## src/rtl/i2s_lane_serializer.sv

```systemverilog
module i2s_lane_serializer #(
  parameter int DW    = 32,
  parameter int LANES = 4
) (
  input  logic             clk,
  input  logic             rst_n,
  input  logic             soft_rst,
  input  logic [3:0]       cfg_chans,
  input  logic [5:0]       cfg_bits,
  input  logic             bclk_en,
  input  logic             fs_strobe,
  input  logic             hold,
  input  logic [DW-1:0]    in_data,
  input  logic             in_valid,
  output logic             in_ready,
  output logic [LANES-1:0] sd,
  output logic             underflow,
  output logic [3:0]       desc
);
  localparam int CH_MAX = 2 * LANES;
  localparam int CW     = $clog2(CH_MAX + 1);
  localparam int IW     = $clog2(CH_MAX);
  localparam int FW     = 2 * DW;
  localparam int NARROW = 16;

  logic          ch8, w32, muted;
  logic [CW-1:0] fill;
  logic [DW-1:0] sbuf [CH_MAX];

  wire [CW-1:0] nch    = ch8 ? CW'(CH_MAX) : CW'(2);
  wire          fstart = bclk_en & fs_strobe;
  wire          full   = (fill == nch);
  wire          cfg_ok = (cfg_chans == 4'd2 || cfg_chans == 4'd8) &&
                         (cfg_bits == 6'd16 || cfg_bits == 6'd32);
  wire          take   = in_valid & in_ready;
  wire          launch = fstart & ~hold & ~soft_rst & full;

  assign in_ready = ~hold & ~soft_rst & ~full;
  assign desc     = {1'b1, w32, w32, ch8};

  function automatic logic [DW-1:0] fmt(input logic [DW-1:0] x);
    return w32 ? x : {x[NARROW-1:0], {(DW-NARROW){1'b0}}};
  endfunction

  always_ff @(posedge clk or negedge rst_n) begin
    if (!rst_n) begin
      ch8 <= 1'b0;
      w32 <= 1'b0;
    end else if (soft_rst && cfg_ok) begin
      ch8 <= (cfg_chans == 4'd8);
      w32 <= (cfg_bits == 6'd32);
    end
  end

  always_ff @(posedge clk or negedge rst_n) begin
    if (!rst_n) begin
      fill      <= '0;
      underflow <= 1'b0;
      muted     <= 1'b0;
    end else begin
      if (soft_rst) begin
        fill      <= '0;
        underflow <= 1'b0;
      end else begin
        if (launch)    fill <= '0;
        else if (take) fill <= fill + 1'b1;
        if (fstart && !hold && !full) underflow <= 1'b1;
      end
      if (hold)        muted <= 1'b1;
      else if (fstart) muted <= 1'b0;
    end
  end

  always_ff @(posedge clk) begin
    if (take) sbuf[fill[IW-1:0]] <= in_data;
  end

  for (genvar l = 0; l < LANES; l++) begin : g_lane
    logic      shr_lane_act;
    logic [FW-1:0] shr;
    assign shr_lane_act = (l == 0) || ch8;

    always_ff @(posedge clk or negedge rst_n) begin
      if (!rst_n)                shr <= '0;
      else if (soft_rst)         shr <= '0;
      else if (fstart)           shr <= (launch && shr_lane_act) ?
                                        {fmt(sbuf[2*l]), fmt(sbuf[2*l+1])} : '0;
      else if (bclk_en)          shr <= shr << 1;
    end

    assign sd[l] = shr[FW-1] & ~muted;

    if (l > 0) begin : g_idle_chk
      a_r7_idle_lane: assert property (@(posedge clk) disable iff (!rst_n)
        !ch8 |-> !sd[l]);
    end
  end

  a_r3_desc_frozen: assert property (@(posedge clk) disable iff (!rst_n)
    !soft_rst |=> $stable(desc));

  a_r9_hold_mutes: assert property (@(posedge clk) disable iff (!rst_n)
    hold |=> (sd == '0));

  a_r4_flush: assert property (@(posedge clk) disable iff (!rst_n)
    soft_rst |=> (fill == '0 && !underflow && sd == '0));

  a_r10_flag_sticky: assert property (@(posedge clk) disable iff (!rst_n)
    (underflow && !soft_rst) |=> underflow);

  a_r5_fill_bound: assert property (@(posedge clk) disable iff (!rst_n)
    fill <= nch);
endmodule

```

## config.mk

```make
export PLATFORM = sky130hd
export DESIGN_NAME = i2s_lane_serializer
export DESIGN_NICKNAME = d
export VERILOG_FILES = /design/src/rtl/i2s_lane_serializer.sv
export SDC_FILE = /design/constraint.sdc
export NUM_CORES = 1
export LEC_CHECK = 0
export BUFFER_PORTS_ARGS = -buffer_cell sky130_fd_sc_hd__buf_2
export CORE_UTILIZATION = 65
export DETAILED_ROUTE_END_ITERATION = 6
export MAX_ROUTING_LAYER = met4
export PLACE_DENSITY_LB_ADDON = 0.3
export SLEW_MARGIN = 20
export SYNTH_ARGS = -nofsm -noshare
export SYNTH_HDL_FRONTEND = slang
export SYNTH_SLANG_ARGS = --single-unit
```

## constraint.sdc

```tcl
create_clock -name clk -period 6.42 [get_ports clk]
set_input_delay 0.321 -clock clk [delete_from_list [all_inputs] [get_ports clk]]
set_output_delay 0.321 -clock clk [all_outputs]
set_load 0.01 [all_outputs]
```

==> results of run 1 <==
==> Yosys cell counts (all sizes together) (3+ instances only) <==
cell type  number
dfrtp         264
edfxtp        256
a22oi         252
nand2         223
o21ai         129
mux2i         128
clkbuf         91
nand3          33
buf            16
nor2            8
a21oi           5
nor3            5
nor2b           4
a2111oi         3
a22o            3
nor3b           3
==> sequential cells by signal, summed over array words and instances (netlist names) <==
| register | count |
|---|---|
| muted | 1 |
| w32 | 1 |
| sbuf | 256 |
| g_lane.shr | 256 |
| ch8 | 1 |
| underflow | 1 |
| fill | 4 |
==> power groups by stage <==
stage | sequential, mW | combinational, mW | clock, mW
detailed placement | 3.58 | 0.168 | 0
floorplan | 3.58 | 0.0545 | 0
global placement | 3.58 | 0.167 | 0
global route | 3.52 | 0.182 | 2.88
finish | 3.52 | 0.171 | 2.72
CTS | 3.52 | 0.170 | 2.73
==> path summary, 6_finish.rpt <==
| path | from | endpoint | slack (ns) | cells past startpoint |
|---|---|---|---|---|
| setup / recovery | ch8 | g_lane[2].shr[52] | 3.49 | 5 |
| hold / removal | hold | muted | 0.04 | 2 |
| setup reg to reg | ch8 | g_lane[2].shr[52] | 3.49 | 5 |
| hold reg to reg | sbuf[2][10] | g_lane[1].shr[42] | 0.47 | 2 |
| max in group asynchronous | rst_n | g_lane[1].shr[40] | 4.77 | 3 |
| min in group asynchronous | rst_n | g_lane[0].shr[30] | 0.36 | 2 |
==> kinds of logic (layout without fill, tap and decap cells) <==
| kind of cell | Yosys count | count (layout) | share of synthesized area |
|---|---|---|---|
| adder cells (fa/ha/maj) | 1 | 1 | 0.0006260 |
| AO/OA/AOI/OAI | 400 | 400 | 0.1354 |
| buffers and inverters | 109 | 168 | 0.02191 |
| XOR/XNOR | 3 | 3 | 0.001315 |
| multiplexers | 128 | 128 | 0.06411 |
| other | 1 | 5 | 0.0001876 |
| flip-flops | 520 | 520 | 0.7153 |
| AND/OR/NAND/NOR | 291 | 291 | 0.06123 |
==> metal layers <==
layer	vias to the layer above	global-route usage	share of wire
met2	558	0.4989	0.49
met5	-	-	0
li1	5479	-	-
met3	116	0.04520	0.075
met4	0	0.1179	0.038
met1	6448	0.4199	0.39
==> worst reg2reg max path, stage by stage (launching register included) <==
cell and delay, ns:
dfrtp_1 0.54, or3b_4 0.52, a2111oi_4 0.35, buf_4 0.43, nand2_8 0.42, o21ai_0 0.54
==> final cells by class <==
cell class              instances  share of cell area
diodes                          4           0.0004523
clock buffers                  83             0.06666
clock inverters                 7            0.001922
inverters                       2           0.0003393
multi-input cells             824              0.2413
flip-flops and latches        520              0.6461
well taps                     390             0.02205
repair buffers                 76             0.02115
==> repair_timing <==
action | CTS | global route
endpoints found under the hold margin | 79 | 0
hold buffers | 2 | 0
setup buffers | 0 | 0
setup endpoints to repair | 0 | 0
==> metrics.md, run 1 <==
| Metric | Value |
|---|---|
| Final cell count without fillers | `1906` |
| CP Data Required Time | `6.84 ns` |
| Largest net degree at the start of global routing | `200` |
| Global route total overflow | `0` |
| Via count | `roughly 13k` |
| Tcrit/Tclk final | `0.4556` |
| Final hold vios | `0` |
| IO Count | `59` |
| Slew @ Worst Pin | `1.181 ns` |
| Syn_area_per_cell | `13.75 um2` |
| GPL Wtd Cong | `a little over 0.8` |
| F_max | `0.3419 GHz` |
| Share of layout cells above drive strength 1 | `0.1038` |
| Drt drc | `0` |
| Number of distinct library cells after synthesis | `43` |
| Fin area | `0.02213 mm2` |
| Crit-path slowest cell | `dfrtp_1` |
| Antenna violations before repair | `5` |
| Critical-path cell list | `or3b_4 > a2111oi_4 > buf_4 > nand2_8 > o21ai_0` |
| Final TNS setup | `0 ns` |
| CTS tree | `yes` |
| Layout Utilization | `0.7388` |
| Fin nets | `1523` |
| Post-synth EDFFs | `around 260` |
| Setup crit start kind | `flop` |
| Logic pwr share | `0.027` |
| Max Cap Viol | `0` |
| Leak | `8.710 nW` |
| CP Buf/Inv Count | `1` |
| Cell area after synthesis | `0.01998 mm2` |
| TritonCTS Sinks | `520` |
| Clock Latency Late Sink | `0.55 ns` |
| Post-Place Cell Area | `between 0.02 and 0.025 mm2` |
| Switching share of power | `0.2046` |
| Syn Nets | `1503` |
| Internal | `a little over 5 mW` |
| Clock buffer count from CTS | `approximately 50` |
| Most frequent cells in the layout | `263 x dfrtp_1, 256 x edfxtp_1, 252 x a22oi_1, 222 x nand2_1, 128 x mux2i_1` |
| Critical path arrival | `3.35 ns` |
| Endpoints failing setup | `0` |
| Ys Warns | `0` |
| Leading post-synthesis cells by cell area | `edfxtp_1 38%, dfrtp_1 33%, a22oi_1 9.5%` |
| Sequential area share after synthesis | `0.7153` |
| Top-area cell type share of the netlist area | `0.3847` |
| Switch Pwr | `1.311 mW` |
| Die footprint | `0.03145 mm2` |
| HP Class | `input pin to flop` |
| Commonest non-fill, non-tap cell in the layout | `dfrtp_1` |
| Pre-CTS WS | `3.288 ns` |
| Die Y | `around 180 um` |
| Cell Pwr Density | `289.4 mW/mm2` |
| Tot Pwr | `approximately 6.4 mW` |
| DRT Pass-1 Iters | `6` |
| Avg Vias per Cell | `between 6 and 7` |
| Area of the multi-input gates | `roughly 0.0053 mm2` |
| Critical path class | `flop to flop` |
| Wirelength, routed | `46.22 mm` |
| CTS root buf | `clkbuf_16` |
| Input/output buffers | `57` |
| P&R area growth vs syn | `10.73%` |
| Vias in the first global route | `between 10k and 15k` |
| Die X | `177.3 um` |
| Mapped Cells | `roughly 1.5k` |
| Max FO, Critical Path | `96` |
| Worst path max stage delay | `0.54 ns` |
| Iter 0 DRT Violations | `1450` |
| Initial core utilization | `0.6672` |
| First-pass GRT wire length | `71.13 mm` |
| CTS max path bufs | `3` |
| Synth area leader | `edfxtp_1` |
| Layout fillers | `1850` |
| Final Max Slew Viols | `0` |
| Hold slack | `0.04294 ns` |
| Cells after DPL | `1810` |
| Standard-cell row count | `63` |
| Reg clk slew, reported paths | `0.06 ns` |
| GRT Overall Usage | `0.3148` |
| CP endpoint kind | `flop` |
| CTS resizes | `0` |
| DP HPWL | `25.90 mm` |
| Htree depth | `2` |
| Final setup margin | `3.495 ns` |
| VDD IR-drop max | `0.2517 mV` |
| Post-detailed-route wirelength per cell | `around 24 um` |
| RSZ-0062 raised after global routing | `no` |
| Core area | `0.02995 mm2` |
| Synth Register Bits | `520` |
| Sequential share of power | `0.549` |
| Rel. slew slack | `0.2128` |
| Status | `complete, no violations` |
| Antenna-violating nets left | `0` |
| CP top delay family | `simple AND/OR/NAND/NOR gates` |
| Area occupied by registers | `0.01430 mm2` |
| Clock power share | `0.424` |
| Top FF cell, synth | `dfrtp_1` |
| Final Critical Period | `2.925 ns` |
| Post-synth ARST share | `0.5077` |
| Layout Skew | `0.01091 ns` |
Note: power is estimated with default switching activity, not from simulation.
==> run 2: changes to the inputs <==
- CORE_UTILIZATION: 65 -> 56
- clock period: 6.42 -> 2.66 ns (I/O delays scaled with it)
==> run 2 against run 1 <==
Hold slack better by 0.021 ns; highest routed layer unchanged; largest power group unchanged; count of clock-buffer cells in the layout is 13 lower; critical path type unchanged; largest cell class unchanged; utilization is 7.4 points lower.
==> metrics.md, run 2 (synthesized netlist as in run 1, its figures left out) <==
| Metric | Value |
|---|---|
| Commonest non-fill, non-tap cell in the layout | `dfrtp_1` |
| Slew @ Worst Pin | `1.031 ns (-0.1502 ns)` |
| CTS tree | `yes` |
| Wirelength, routed | `46.93 mm (+1.5%)` |
| Htree depth | `2 (unchanged)` |
| VDD IR-drop max | `0.6112 mV (+140%)` |
| Setup slack, reg-to-reg | `0.24 ns (-3.26 ns)` |
| Via count | `12.57k (-0.29%)` |
| Status | `complete, no violations` |
| Final Max Slew Viols | `0 (unchanged)` |
| Global route total overflow | `0 (unchanged)` |
| F_max | `0.4129 GHz (+21%)` |
| Final setup margin | `0.2383 ns (-3.257 ns)` |
| Leak | `9.144 nW (+5.0%)` |
| Reg2Reg Capture Point | `sbuf[2][7]` |
| RSZ-0062 raised after global routing | `no` |
| Vias in the first global route | `12.65k (+0.14%)` |
| Post-detailed-route wirelength per cell | `23.08 um (-4.8%)` |
| Antenna violations before repair | `2 (-3)` |
| Crit-path slowest cell | `nor2_4` |
| CP Data Required Time | `2.84 ns (-4.00 ns)` |
| Critical path class | `flop to flop` |
| Max FO, Critical Path | `32 (-67%)` |
| Die Y | `190.9 um (+7.6%)` |
| Hold path depth | `4 (+2)` |
| CTS root buf | `clkbuf_16` |
| Tcrit/Tclk final | `0.9104 (+0.4548)` |
| Final Critical Period | `2.422 ns (-0.5034 ns)` |
| DRT Pass-1 Iters | `6 (unchanged)` |
| Final TNS setup | `0 ns (unchanged)` |
| Fin nets | `1587 (+4.2%)` |
| Largest net degree at the start of global routing | `167 (-17%)` |
| Clock buffer count from CTS | `50 (+2.0%)` |
| Die X | `190.9 um (+7.6%)` |
| Reg clk slew, reported paths | `0.07 ns (about the same)` |
| First-pass GRT wire length | `72.66 mm (+2.1%)` |
| CP Buf/Inv Count | `0 (-1)` |
| HP Class | `input pin to flop` |
| Layout Skew | `0.01336 ns (+0.002449 ns)` |
| Worst Reg2Reg Path Length in Cells | `4 (-1)` |
| Share of layout cells above drive strength 1 | `0.1218 (+0.01791)` |
| Initial core utilization | `0.5743 (-0.09288)` |
| P&R area growth vs syn | `15.82%` |
| Worst reg2reg startpoint | `ch8` |
| Drt drc | `0 (unchanged)` |
| CP top delay family | `simple AND/OR/NAND/NOR gates` |
| Input/output buffers | `57 (unchanged)` |
| Standard-cell row count | `68 (+7.9%)` |
| Iter 0 DRT Violations | `1214 (-16%)` |
| CTS max path bufs | `3 (unchanged)` |
| Max Cap Viol | `0 (unchanged)` |
| Endpoints failing setup | `0 (unchanged)` |
| GRT Overall Usage | `0.2745 (-0.04031)` |
| Setup crit start kind | `flop` |
| Most frequent cells in the layout | `263 x dfrtp_1, 256 x edfxtp_1, 252 x a22oi_1, 222 x nand2_1, 128 x mux2i_1` |
| IO Count | `59 (unchanged)` |
| Clock Latency Late Sink | `0.57 ns (+0.02 ns)` |
| Hold EP | `fill[2]` |
| GPL Wtd Cong | `0.8078 (about the same)` |
| Critical path arrival | `2.60 ns (-0.75 ns)` |
| Rel. slew slack | `0.3113 (+0.09847)` |
| DP HPWL | `27.22 mm (+5.1%)` |
| Core area | `0.03480 mm2 (+16%)` |
| TritonCTS Sinks | `520 (unchanged)` |
| Die footprint | `0.03644 mm2 (+16%)` |
| Critical-path cell list | `or3b_4 > a211oi_2 > or3_1 > nor2_4` |
| CTS resizes | `0 (unchanged)` |
| Pre-CTS WS | `0.1970 ns (-3.091 ns)` |
| CP endpoint kind | `flop` |
| Avg Vias per Cell | `6.181 (-6.5%)` |
| Final hold vios | `0 (unchanged)` |
| Cell Pwr Density | `690.8 mW/mm2 (+140%)` |
| Hold Path Origin | `in_valid` |
| Worst path max stage delay | `0.80 ns (+0.26 ns)` |
| Antenna-violating nets left | `0 (unchanged)` |
run 2: changes by cell type in the layout (fill, tap and decap cells not counted), moves of 2 or more:
cell / change
diode_2: -3
nor3_4: +4
clkbuf_1: -12
nor3_2: -4
clkbuf_8: -2
buf_4: +5
bufinv_16: +4
clkinv_1: +3
buf_12: +19
clkinv_2: +7
dlygate4sd3_1: +39
run 2: repair_timing:
item	CTS	global route
hold buffers	41	0
hold endpoints to repair	338	0
buffers inserted	0	0
run 2: area by class of cell:
type,instances,area (um2)
Sequential cell,520,14300
Fill cell,2338,11650
Multi-Input combinational cell,824,5356
Clock buffer,70,1428
Timing Repair Buffer,139,1276
Tap cell,455,569.3
Clock inverter,22,209.0
Inverter,2,7.507
Antenna cell,1,2.502
run 2: per-layer routing:
layer	global-route usage	part of all wire	vias to the layer above
li1	-	-	5646
met1	0.3649	0.40	6357
met2	0.4298	0.49	471
met3	0.05067	0.075	91
met4	0.09108	0.031	0
met5	-	0	-
run 2: metrics by stage:
| stage | power, mW | std cells | hold slack (ns) | util | cell area, um2 |
|---|---|---|---|---|---|
| after floorplan | 8.781 | 1453 | -0.1626 | - | 20010 |
| after global placement | 9.079 | 1899 | 0.1876 | 0.6062 | 21100 |
| after detailed placement | 9.084 | 1899 | 0.1912 | 0.6062 | 21100 |
| after CTS | 16.07 | 2032 | 0.02728 | 0.6651 | 23140 |
| after global routing | 16.44 | 2033 | 0.1106 | 0.6651 | 23150 |
| final | 15.99 | 2033 | 0.06395 | 0.6651 | 23150 |
run 2: worst max path at each step:
| stage | slack (ns) | startpoint | cells after the start | end |
|---|---|---|---|---|
| 2_1_floorplan | -0.29 | fill[1] | 4 | sbuf[0][0] |
| 6_report | 0.24 | ch8 | 4 | sbuf[2][7] |
| 5_1_grt | 0.12 | fill[1] | 5 | sbuf[2][17] |
| 3_3_place_gp | 0.34 | fill[1] | 5 | sbuf[2][19] |
| 3_5_place_dp | 0.20 | ch8 | 4 | sbuf[2][19] |
| 4_1_cts | 0.21 | ch8 | 4 | sbuf[2][20] |
run 2: worst register-to-register path: cells and delay by family, from the launching register on:
kind / cells / cell delay [ns]
simple gates: 3 / 1.47
flops: 1 / 0.47
compound gates: 1 / 0.08
run 2: report_power, final:
group / switching [mW] / internal [mW]
clock: 2.90 / 4.12
sequential: 0.0128 / 8.48
combinational: 0.352 / 0.129
==> run 3: changes to the inputs <==
- GPL_TIMING_DRIVEN: default -> 0
==> run 3 against run 2 <==
Critical path depth rose by 1; sequential power barely moved; setup slack got worse by 0.17 ns; critical path type unchanged; cell area fell by 0.13%; largest cell class unchanged; via count rose by 5.7%; wire length rose by 12%; highest routed layer unchanged; count of clock-buffer cells in the layout fell by 2.
==> metrics.md, run 3 (synthesized netlist as in run 1, its figures left out) <==
| Metric | Value |
|---|---|
| Worst Reg2Reg Path Length in Cells | `5 (+1)` |
| Layout Skew | `0.01700 ns (+0.003638 ns)` |
| Max FO, Critical Path | `10 (-69%)` |
| CP endpoint kind | `flop` |
| CP Data Required Time | `3.11 ns (+0.27 ns)` |
| CTS root buf | `clkbuf_16` |
| Final setup margin | `0.07298 ns (-0.1653 ns)` |
| Clock buffer count from CTS | `49 (-2.0%)` |
| Final Critical Period | `2.587 ns (+0.1653 ns)` |
| Leak | `9.093 nW (-0.57%)` |
| Wirelength, routed | `52.79 mm (+12%)` |
| Htree depth | `2 (unchanged)` |
| Antenna violations before repair | `1 (-1)` |
| Share of layout cells above drive strength 1 | `0.1152 (-0.006506)` |
| First-pass GRT wire length | `78.87 mm (+8.6%)` |
| Max Cap Viol | `0 (unchanged)` |
| Commonest non-fill, non-tap cell in the layout | `dfrtp_1` |
| VDD IR-drop max | `0.7097 mV (+16%)` |
| Cell Pwr Density | `697.1 mW/mm2 (+0.90%)` |
| CP Buf/Inv Count | `3 (+3)` |
| CP top delay family | `buffers and inverters` |
| Status | `complete, no violations` |
| Global route total overflow | `0 (unchanged)` |
| Final hold vios | `0 (unchanged)` |
| Hold path depth | `1 (-3)` |
| Setup crit start kind | `flop` |
| Die X | `190.9 um (unchanged)` |
| Initial core utilization | `0.5743 (unchanged)` |
| CTS max path bufs | `3 (unchanged)` |
| TritonCTS Sinks | `520 (unchanged)` |
| GRT Overall Usage | `0.3080 (+0.03351)` |
| Critical path class | `flop to flop` |
| GPL Wtd Cong | `0.8549 (+5.8%)` |
| Drt drc | `0 (unchanged)` |
| CTS tree | `yes` |
| Critical path arrival | `3.04 ns (+0.44 ns)` |
| Fin area | `0.02312 mm2 (-0.13%)` |
| Largest net degree at the start of global routing | `98 (-41%)` |
| Input/output buffers | `56 (-1.8%)` |
| Final cell count without fillers | `2096 (+3.1%)` |
| Tcrit/Tclk final | `0.9726 (+0.06215)` |
| DP HPWL | `32.76 mm (+20%)` |
| P&R area growth vs syn | `15.67%` |
| Most frequent cells in the layout | `263 x dfrtp_1, 256 x edfxtp_1, 252 x a22oi_1, 222 x nand2_1, 128 x mux2i_1` |
| Reg clk slew, reported paths | `0.06 ns (about the same)` |
| Standard-cell row count | `68 (unchanged)` |
| Iter 0 DRT Violations | `1705 (+40%)` |
| Post-Place Cell Area | `0.02117 mm2 (+0.35%)` |
| Vias in the first global route | `12.98k (+2.6%)` |
| Final Max Slew Viols | `0 (unchanged)` |
| Layout Utilization | `0.6643 (-0.0008630)` |
| Clock Latency Late Sink | `0.57 ns (about the same)` |
| Worst path max stage delay | `0.64 ns (-0.16 ns)` |
| DRT Pass-1 Iters | `6 (unchanged)` |
| Endpoints failing setup | `0 (unchanged)` |
| HP Class | `input pin to flop` |
| Die Y | `190.9 um (unchanged)` |
| RSZ-0062 raised after global routing | `no` |
| IO Count | `59 (unchanged)` |
| Layout fillers | `2458 (+5.1%)` |
| Via count | `13.28k (+5.7%)` |
| Fin nets | `1649 (+3.9%)` |
| Critical-path cell list | `clkbuf_1 > clkdlybuf4s15_2 > clkbuf_1 > mux2i_1 > o21ai_1` |
| Slew @ Worst Pin | `1.079 ns (+0.04879 ns)` |
| Avg Vias per Cell | `6.338 (+2.5%)` |
| Crit-path slowest cell | `clkbuf_1` |
| Die footprint | `0.03644 mm2 (unchanged)` |
| F_max | `0.3865 GHz (-6.4%)` |
| Antenna-violating nets left | `0 (unchanged)` |
| Pre-CTS WS | `-0.2599 ns (-0.4569 ns)` |
| WP depth | `5 (+1)` |
| Core area | `0.03480 mm2 (unchanged)` |
| Post-detailed-route wirelength per cell | `25.19 um (+9.1%)` |
| Rel. slew slack | `0.2804 (-0.03090)` |
| Cells after DPL | `1977 (+4.1%)` |
| Cell mode on critical path | `clkbuf_1` |
==> run 3: cell count changes in the layout (fill, tap and decap cells not counted), moves of 2 or more <==
cell | before | now
buf_12 | 21 | 3
clkbuf_1 | 11 | 94
clkbuf_8 | 8 | 6
clkbuf_2 | 0 | 8
buf_16 | 0 | 4
clkinv_1 | 6 | 8
buf_8 | 1 | 7
buf_4 | 20 | 9
buf_2 | 56 | 67
dlygate4sd3_1 | 41 | 20
==> run 3: through the flow <==
step           power [mW]  hold slack (ns)   TNS, ns
2_1_floorplan       8.781          -0.1626    -10.25
3_3_place_gp        9.123           0.3910  -1055.72
3_5_place_dp        9.151           0.1501    -22.32
4_1_cts             16.15         0.001057         0
5_1_grt             16.48         0.004472         0
6_report            16.11         0.005900         0
==> run 3: area by class of cell <==
type,count,area (um2),share of cell area
sequential,520,14300,0.6184
multi-input combinational,824,5359,0.2318
clock buffer,68,1400,0.06057
timing repair buffer,95,793.3,0.03432
tap,455,569.3,0.02463
buffer,107,447.9,0.01938
clock inverter,24,241.5,0.01045
inverter,2,7.507,0.0003248
antenna,1,2.502,0.0001083
==> run 3: worst paths after layout <==
check / start / to / slack [ns]
setup / recovery: w32 / g_lane[1].shr[53] / 0.07
hold / removal: in_data[7] / sbuf[2][7] / 0.006
setup reg to reg: w32 / g_lane[1].shr[53] / 0.07
hold reg to reg: sbuf[5][13] / g_lane[2].shr[13] / 0.47
max in group asynchronous: rst_n / g_lane[1].shr[31] / 1.56
min in group asynchronous: rst_n / g_lane[0].shr[33] / 0.12
==> run 3: what timing repair did <==
item                                    CTS  global route
pin swaps                                 2             1
hold endpoints to repair                111             6
resized for setup                         7            13
hold buffers                             17             3
setup buffers                             5             1
endpoints found under the setup margin  164            83
==> run 3: where the power goes <==
part	total [mW]	switching [mW]	leakage [nW]	internal [mW]
combinational	0.534	0.439	2.29	0.0952
sequential	8.49	0.0126	5.99	8.48
clock	7.09	2.93	0.808	4.16
total	16.1	3.38	9.09	12.7
==> run 3: routing by layer <==
metal,global-route usage,part of all wire,vias up
met5,-,0,-
met4,0.1240,0.042,0
met3,0.04920,0.085,125
met2,0.4603,0.46,619
met1,0.4258,0.41,6785
li1,-,-,5755
